<file path="src/rtl/twb_pkg.sv">
package twb_pkg;

   localparam int unsigned WORD_W = 64;
   localparam int unsigned DATA_FIELD_W = 32;
   localparam int unsigned IDX_W = 3;
   localparam int unsigned NUM_IDX = 1 << IDX_W;

   localparam logic [3:0] OP_REG_ACCESS = 4'd6;

   localparam logic [IDX_W-1:0] IDX_DATA     = 3'd1;
   localparam logic [IDX_W-1:0] IDX_CTL      = 3'd2;
   localparam logic [IDX_W-1:0] IDX_CLK_STAT = 3'd3;
   localparam logic [IDX_W-1:0] IDX_EXT_ADDR = 3'd4;
   localparam logic [IDX_W-1:0] IDX_SOFT_RST = 3'd7;

   // Command word, most significant field first (bit 63 down to bit 0).
   typedef struct packed {
      logic        pending;
      logic        slave_only;
      logic        ext_index;
      logic [3:0]  opcode;
      logic        rd_flag;
      logic        size_ovr;
      logic [2:0]  size;
      logic [1:0]  rsvd;
      logic [9:0]  dev_addr;
      logic [4:0]  aux_addr;
      logic [2:0]  reg_idx;
      logic [31:0] data;
   } cmd_word_t;

endpackage

</file>
<file path="src/rtl/twb_cmd_decode.sv">
module twb_cmd_decode
   import twb_pkg::*;
(
   input  cmd_word_t        word_i,
   output logic             reg_access_o,
   output logic             rd_o,
   output logic [IDX_W-1:0] idx_o,
   output logic [7:0]       idx_onehot_o
);

   always_comb begin
      reg_access_o = (word_i.opcode == OP_REG_ACCESS);
      rd_o         = word_i.rd_flag;
      idx_o        = word_i.reg_idx;
   end

   for (genvar g = 0; g < NUM_IDX; g++) begin : g_sel
      assign idx_onehot_o[g] = (word_i.reg_idx == IDX_W'(g));
   end

endmodule

</file>
<file path="src/rtl/twb_latency_timer.sv">
module twb_latency_timer #(
   parameter int unsigned LATENCY = 2
) (
   input  logic clk,
   input  logic rst_n,
   input  logic start_i,
   output logic done_o
);

   localparam int unsigned CNT_W = $clog2(LATENCY + 1);

   if (LATENCY < 1) begin : g_bad_latency
      $error("twb_latency_timer: LATENCY must be at least 1");
   end

   if (LATENCY == 1) begin : g_single
      logic flag_q;
      always_ff @(posedge clk) begin
         if (!rst_n) flag_q <= 1'b0;
         else        flag_q <= start_i;
      end
      assign done_o = flag_q;
   end else begin : g_count
      logic [CNT_W-1:0] cnt_q;
      always_ff @(posedge clk) begin
         if (!rst_n)              cnt_q <= '0;
         else if (start_i)        cnt_q <= CNT_W'(LATENCY);
         else if (cnt_q != '0)    cnt_q <= cnt_q - 1'b1;
      end
      assign done_o = (cnt_q == CNT_W'(1));
   end

endmodule

</file>
<file path="src/rtl/twb_regfile.sv">
module twb_regfile
   import twb_pkg::*;
#(
   parameter int unsigned REG_W    = 8,
   parameter logic [REG_W-1:0] DATA_RST = '0,
   parameter logic [REG_W-1:0] CTL_RST  = '0,
   parameter logic [REG_W-1:0] CLK_RST  = '0,
   parameter logic [REG_W-1:0] EXT_RST  = '0
) (
   input  logic             clk,
   input  logic             rst_n,
   input  logic             wr_stb_i,
   input  logic [7:0]       wr_sel_i,
   input  logic [REG_W-1:0] wr_val_i,
   input  logic [IDX_W-1:0] rd_idx_i,
   input  logic [REG_W-1:0] status_i,
   output logic [REG_W-1:0] rd_val_o,
   output logic [REG_W-1:0] data_o,
   output logic [REG_W-1:0] ctl_o,
   output logic [REG_W-1:0] clk_o,
   output logic [REG_W-1:0] ext_o,
   output logic             soft_rst_o
);

   function automatic logic [REG_W-1:0] rst_of(int unsigned i);
      case (i)
         32'(IDX_DATA):     return DATA_RST;
         32'(IDX_CTL):      return CTL_RST;
         32'(IDX_CLK_STAT): return CLK_RST;
         32'(IDX_EXT_ADDR): return EXT_RST;
         default:           return '0;
      endcase
   endfunction

   function automatic logic is_storage(int unsigned i);
      return (i == 32'(IDX_DATA)) || (i == 32'(IDX_CTL)) ||
             (i == 32'(IDX_CLK_STAT)) || (i == 32'(IDX_EXT_ADDR));
   endfunction

   logic [REG_W-1:0] store_q [NUM_IDX];
   logic             srst;

   assign srst = wr_stb_i && wr_sel_i[IDX_SOFT_RST];

   always_ff @(posedge clk) begin
      for (int unsigned i = 0; i < NUM_IDX; i++) begin
         if (!rst_n || srst)                       store_q[i] <= rst_of(i);
         else if (wr_stb_i && wr_sel_i[i] && is_storage(i)) store_q[i] <= wr_val_i;
      end
   end

   always_ff @(posedge clk) begin
      if (!rst_n) soft_rst_o <= 1'b0;
      else        soft_rst_o <= srst;
   end

   // Reads of the shared index see the engine status, never clock control.
   always_comb begin
      if (rd_idx_i == IDX_CLK_STAT)             rd_val_o = status_i;
      else if (is_storage(32'(rd_idx_i)))       rd_val_o = store_q[rd_idx_i];
      else                                      rd_val_o = '0;
   end

   assign data_o = store_q[IDX_DATA];
   assign ctl_o  = store_q[IDX_CTL];
   assign clk_o  = store_q[IDX_CLK_STAT];
   assign ext_o  = store_q[IDX_EXT_ADDR];

endmodule

</file>
<file path="src/rtl/twowire_cmd_bridge.sv">
module twowire_cmd_bridge
   import twb_pkg::*;
#(
   parameter int unsigned REG_W    = 8,
   parameter int unsigned LATENCY  = 2,
   parameter logic [REG_W-1:0] DATA_RST = '0,
   parameter logic [REG_W-1:0] CTL_RST  = '0,
   parameter logic [REG_W-1:0] CLK_RST  = '0,
   parameter logic [REG_W-1:0] EXT_RST  = '0
) (
   input  logic             clk,
   input  logic             rst_n,
   input  logic             host_wr_en,
   input  logic [63:0]      host_wdata,
   output logic [63:0]      host_rdata,
   input  logic [REG_W-1:0] eng_status_i,
   output logic [REG_W-1:0] data_reg_o,
   output logic [REG_W-1:0] ctl_reg_o,
   output logic [REG_W-1:0] clk_ctl_o,
   output logic [REG_W-1:0] ext_addr_o,
   output logic             soft_rst_o
);

   if (REG_W < 1 || REG_W > DATA_FIELD_W) begin : g_bad_width
      $error("twowire_cmd_bridge: REG_W must be within 1..32");
   end

   cmd_word_t        word_q;
   cmd_word_t        wdata_s;
   logic             accept;
   logic             done;
   logic             reg_access;
   logic             rd;
   logic [IDX_W-1:0] idx;
   logic [7:0]       idx_onehot;
   logic [REG_W-1:0] rd_val;
   logic             wr_stb;

   assign wdata_s = cmd_word_t'(host_wdata);
   assign accept  = host_wr_en && !word_q.pending;

   twb_cmd_decode u_decode (
      .word_i       (word_q),
      .reg_access_o (reg_access),
      .rd_o         (rd),
      .idx_o        (idx),
      .idx_onehot_o (idx_onehot)
   );

   twb_latency_timer #(.LATENCY(LATENCY)) u_timer (
      .clk     (clk),
      .rst_n   (rst_n),
      .start_i (accept && wdata_s.pending),
      .done_o  (done)
   );

   assign wr_stb = done && reg_access && !rd;

   twb_regfile #(
      .REG_W    (REG_W),
      .DATA_RST (DATA_RST),
      .CTL_RST  (CTL_RST),
      .CLK_RST  (CLK_RST),
      .EXT_RST  (EXT_RST)
   ) u_regs (
      .clk        (clk),
      .rst_n      (rst_n),
      .wr_stb_i   (wr_stb),
      .wr_sel_i   (idx_onehot),
      .wr_val_i   (word_q.data[REG_W-1:0]),
      .rd_idx_i   (idx),
      .status_i   (eng_status_i),
      .rd_val_o   (rd_val),
      .data_o     (data_reg_o),
      .ctl_o      (ctl_reg_o),
      .clk_o      (clk_ctl_o),
      .ext_o      (ext_addr_o),
      .soft_rst_o (soft_rst_o)
   );

   always_ff @(posedge clk) begin
      if (!rst_n) begin
         word_q <= '0;
      end else if (accept) begin
         word_q <= wdata_s;
      end else if (done) begin
         word_q.pending <= 1'b0;
         if (reg_access && rd) word_q.data <= DATA_FIELD_W'(rd_val);
      end
   end

   assign host_rdata = word_q;

endmodule

</file>
<file path="config.mk">
export PLATFORM = sky130hd
export DESIGN_NAME = twowire_cmd_bridge
export DESIGN_NICKNAME = d
export VERILOG_FILES = /design/src/rtl/twb_pkg.sv /design/src/rtl/twb_cmd_decode.sv /design/src/rtl/twb_latency_timer.sv /design/src/rtl/twb_regfile.sv /design/src/rtl/twowire_cmd_bridge.sv
export SDC_FILE = /design/constraint.sdc
export NUM_CORES = 1
export LEC_CHECK = 0
export CELL_PAD_IN_SITES_DETAIL_PLACEMENT = 0
export CELL_PAD_IN_SITES_GLOBAL_PLACEMENT = 2
export CORE_MARGIN = 5
export CORE_UTILIZATION = 28
export CTS_CLUSTER_SIZE = 25
export DETAILED_ROUTE_END_ITERATION = 16
export HOLD_SLACK_MARGIN = 0.15
export PLACE_DENSITY = 0.93
export SYNTH_ARGS = -nofsm -noshare
export SYNTH_HDL_FRONTEND = slang
export SYNTH_SLANG_ARGS = --single-unit
</file>
<file path="constraint.sdc">
create_clock -name clk -period 4.9 [get_ports clk]
set_input_delay 0.735 -clock clk [delete_from_list [all_inputs] [get_ports clk]]
set_output_delay 0.735 -clock clk [all_outputs]
set_load 0.02 [all_outputs]
</file>
-- Word level (Yosys, flattened, before mapping)
Memories as Yosys holds them, arrays and structs flattened. A register that Yosys moved wholly into a read port is not among the register bits.
Cells that the tools add are included.
- memories: 1
- register bits: 67
- logic and storage cells: 82
- memory bits (writable): 64
- memories (memory ; words ; width ; read ports ; clocked after Yosys merged registers in ; wr ports ; line ; RTL):
    u_regs.store_q ; 8 ; 8 ; 5 ; 1 ; 8 ; twb_regfile.sv:40 ; logic [REG_W-1:0] store_q [NUM_IDX];
- reductions and logical operators: 23
- bitwise logic cells: 5
- $add $sub $neg: 1
- eq/ne operators: 7
- multiplexer cells: 30
- operators with widths (kind ; number):
    32-bit two-way mux ; 3
    8-bit two-way mux ; 7
    1-bit two-way mux ; 16
    1-bit logical AND ; 10
    2-bit nonzero test ; 4
    3-bit by 2-bit equality test with 1-bit output (second input constant) ; 2
    3-bit equality test (second input constant) ; 2
    3-bit two-way mux ; 2
    4-bit by 3-bit equality test with 1-bit output (second input constant) ; 1
    1-bit logical OR ; 4
    2-bit two-way mux ; 2
    1-bit OR ; 4
    3-bit by 1-bit equality test with 1-bit output (second input constant) ; 1
    1-bit zero test ; 3
    2-bit by 1-bit equality test with 1-bit output (second input constant) ; 1
    2-bit AND reduction ; 1
    2-bit OR reduction ; 1
    2-bit by 1-bit subtractor with 2-bit output (second input constant) ; 1
    1-bit inverter ; 1

-- Depth between registers and ports, before layout
- depth in word-level cells: 9
- depth in mapped cells: 6

-- Modules after synthesis
A second synthesis with hierarchy kept.
- cell total of the unflattened synthesis: 379
- area total of the unflattened synthesis: 4058.9 sq um
- by module, submodules not included (module ; times used ; cells each ; area each (sq um)):
    twowire_cmd_bridge ; 1 ; 244 ; 2307.2
    twb_regfile ; 1 ; 116 ; 1576.5
    twb_cmd_decode ; 1 ; 13 ; 105.1
    twb_latency_timer ; 1 ; 6 ; 70.1

-- Worst setup path before layout
OpenSTA, ideal clock, no wires.
- path kind: flip-flop to flip-flop
- start point: register word_q (netlist bit host_rdata[59])
- end point: memory u_regs.store_q[2][0], enable pin
- arrival time: 1.716 ns
- setup slack: 2.798 ns
- stages on the path, launching flop included: 4
- path through: dfxtp_1 -> and4bb_2 -> nand3b_1 -> o31ai_1
- RTL lines (element ; line ; RTL):
    start: declaration ; twowire_cmd_bridge.sv:28 ; cmd_word_t word_q;
    start signal: assignment ; twowire_cmd_bridge.sv:85 ; word_q <= wdata_s;
    end: declaration ; twb_regfile.sv:40 ;

-- Worst setup path in the final report
- start point: register word_q (netlist bit host_rdata[33])
- end point: output host_rdata[33]
- RTL lines (element ; line ; RTL):
    end: declaration ; twowire_cmd_bridge.sv:15 ; output logic [63:0] host_rdata,
No word-level cell between the ends.

==> run summary <==
The startpoint identified for the worst hold timing path is host_rdata[48]. The cell row count is 45. The leakage power is 2.29 nW. The critical path is of the reg -> out type. The clock transition at the registers of the reported paths came out at 0.07 ns.

Of the cells placed in the final design, the portion with a size suffix greater than 1 is 0.0722. The total length of routed wires is 13.0 mm. From synthesis to final layout, the design area changed by 50.2%. The tree is rooted in a sky130_fd_sc_hd__clkbuf_16. Among all stages on the critical path, the largest delay is contributed by sky130_fd_sc_hd__clkdlybuf4s50_1. The number of violations of the max-capacitance limit is 0. Routability-driven placement finished with a final weighted congestion of 0.762. The achievable clock frequency came out at 397 MHz. After detailed routing, the number of remaining DRC violations is 0. The cell count after synthesis came out at 407. The path category of the worst min-delay check is reg -> reg. The areal power density over the cells is 312 nW/um^2. The core footprint is 15100 sq um. The sum of internal, switching and leakage power came out at 2.00 mW. For the finished layout, the period the worst path requires is 2.52 ns. By area, the combinational part of the netlist is dominated by simple AND/OR/NAND/NOR gates. The count of buffering cells on the critical path with inverters included came out at 1. Of the total synthesized cell area, the portion taken by AND, OR, NAND and NOR gates is 0.206. The finished layout holds 756 standard cells, fillers aside. The flow ran to the end, and the final reports show no timing, DRC or antenna violations. The number of synthesized flops with an enable pin came out at 32. The number of H-tree branching levels is 3. In this run the vertical extent of the chip is 133 um. The width of the die came out at 133 um. The first-pass GRT wire length came out at 20.0 mm. The number of port buffers came out at 171. The post-synthesis cell area is 4260 sq um. The CTS tree is done.

The slew at the pin closest to its max-slew limit is 1.22 ns. The number of DRC violations after detailed-routing iteration 0 is 249. The portion of the clock cycle consumed by the worst path in the final layout came out at 0.514. The number of vias per cell came out at 4.85.

Wire segments on met3 add up to 1.27 mm in the final route. The arrival time reported for the critical path endpoint came out at 1.78 ns. The maximum buffer depth of the clock tree came out at 2.

The share of synthesized registers carrying an async set or reset is 0. The number of diodes added for antenna fixing came out at 0. The kind of launch point of the worst setup path is a register.

The area fraction in compound gates after synthesis came out at 0.180. The total global routing track utilization came out at 0.141. The cell count after placement came out at 740. Setup violations remaining at the end of the flow were counted as 0. The wire length the detailed router placed on met1 came out at 5.41 mm. The worst-skew pair later-pin latency is 0.34 ns. The total die area came out at 17800 sq um. In this run the tightest slew margin relative to its limit is 0.178. The multiplexer share of the synthesized area is 0.0211. The post-synthesis sequential area ratio is 0.554. The number of global-route vias before repair was 3645. The most critical setup path has its startpoint at host_rdata[33].

The starting utilization of the core area is 0.283. The number of buffers inserted for hold repair after clock tree synthesis came out at 0. Counting distinct cell types in the post-synthesis netlist gives 44. The utilization after layout came out at 0.424. The final-report hold violation count is 0. The share of synthesized cell area in full adder, half adder and majority cells is 0. The worst clock skew is 0.00587 ns. The post-cts gate resize count is 0.

The share of the synthesized netlist area taken by xor and xnor gates is 0.00616. The worst-case IR drop observed on VDD is 0.142 mV. The critical path goes through clkdlybuf4s50_1. The via total after detailed routing came out at 3664. For this run, the leading register cell type out of synthesis is sky130_fd_sc_hd__dfxtp_1.

The number of nets in the layout is 638. The highest metal layer carrying signal wires in the routed design is met4. The number of max-slew violations in the final report is 0. Setup repair after global routing left no endpoint under its margin. The met2 routed wirelength is 6.08 mm. Prior to clock tree synthesis, the placed netlist has a worst setup slack of 2.05 ns. The number of antenna violations at the first check in global routing was 0. The Yosys step of the flow raised 0 warnings.

Buffers added to address setup during post-CTS repair amount to 0. The startpoint identified for the worst register-to-register timing path is host_rdata[60]. A synthesized cell averages 10.5 sq um.

The sort of element at the end of the critical path is an output port. The cell class contributing the biggest share of worst-path delay is buffers and inverters. Summed over all layers, the global routing overflow is 0. The detail route stage leaves a number of antenna-violating nets equal to 0.

The aggregate negative setup slack is 0 ns. The number of placed I/O pins came out at 172. In this run the worst path has a maximum fanout of 12. The flop and latch count out of synthesis is 102. The total nets after synthesis is 482.

Entering global routing, the biggest net connects 75 pins. The clock sink count is 102. On the worst path, the slowest cell contributes a delay of 0.76 ns. The critical path data required time is 4.16 ns. The routed length per instance is 17.2 um. Counting the buffers created by CTS gives 9. After legalization and detailed placement, the total HPWL measured 9.41 mm. The number of optimization iterations in the first detailed-route pass came out at 4.

The setup slack of the critical path after layout is 2.38 ns.
[final timing paths]
check	end	slack [ns]	depth (start not counted)
setup / recovery	host_rdata[33]	2.38	1
hold / removal	host_rdata[48]	0.46	2
setup reg to reg	u_regs.store_q[4][0]	2.52	3
hold reg to reg	host_rdata[48]	0.46	2
[report_power, final]
group | leakage, nW | internal [mW] | switching (mW)
sequential | 0.907 | 0.915 | 0.0440
clock | 0.143 | 0.357 | 0.344
combinational | 1.24 | 0.175 | 0.164
total | 2.29 | 1.45 | 0.552
[per-layer routing]
metal,GRT usage,vias up
met5,0,-
met4,0.0566,0
met3,0.0532,19
li1,-,1765
met1,0.168,1720
met2,0.230,160
[registers in the layout (all words and copies together) (netlist names), named ones only]
signal / flops
u_regs.soft_rst_o: 1
host_rdata: 64
u_timer.g_count.cnt_q: 2
u_regs.store_q: 32
[placed cells by master, fill, tap and decap left out, drive strengths merged, types with 2 or more instances in the layout]
master / instances
dfxtp: 70
nand2b: 2
o21ai: 10
clkbuf: 9
xor2: 2
nor2: 9
clkdlybuf4s50: 170
o22ai: 7
a22oi: 24
nor3: 2
o221ai: 2
o2bb2ai: 6
nor4b: 2
edfxtp: 32
inv: 5
nand3: 3
a31o: 2
a221oi: 12
clkinv: 4
mux2: 8
a31oi: 3
nand3b: 3
nor2b: 25
nand2: 70
a21boi: 33
and2b: 2
and2: 33
buf: 5
[cells by family after synthesis]
logic type | count (synthesis)
XOR/XNOR | 3
multiplexers | 8
flip-flops | 102
AND/OR/NAND/NOR | 159
AO/OA/AOI/OAI | 103
buffers and inverters | 32
[metrics by stage]
stage,cell area (sq um),hold slack (ns)
detailed placement,6110,0.461
CTS,6400,0.469
global route,6400,0.490
global placement,6110,0.452
finish,6400,0.464
floorplan,4260,0.448
[cell type report]
cell class | instances | area, sq um
Tap cell | 188 | 235
Sequential cell | 102 | 2360
Clock buffer | 9 | 225
Fill cell | 1456 | 8690
Clock inverter | 7 | 63.8
Inverter | 2 | 7.51
Timing Repair Buffer | 175 | 1740
Multi-Input combinational cell | 273 | 1770
[synth_stat cells, drive strengths merged, types with 3 or more instances]
cell	n	area share
mux2	8	0.021
a31oi	3	0.0059
nand3	3	0.0035
dfxtp	70	0.33
nor2	9	0.0079
o21ai	10	0.012
a21boi	33	0.058
a221oi	12	0.025
and2	33	0.048
a22oi	24	0.042
nand3b	3	0.0053
nor2b	25	0.037
nand2	70	0.062
edfxtp	32	0.23
o22ai	7	0.010
buf	15	0.018
o2bb2ai	6	0.012
clkbuf	15	0.013
Power figures use the tool's default switching activity.
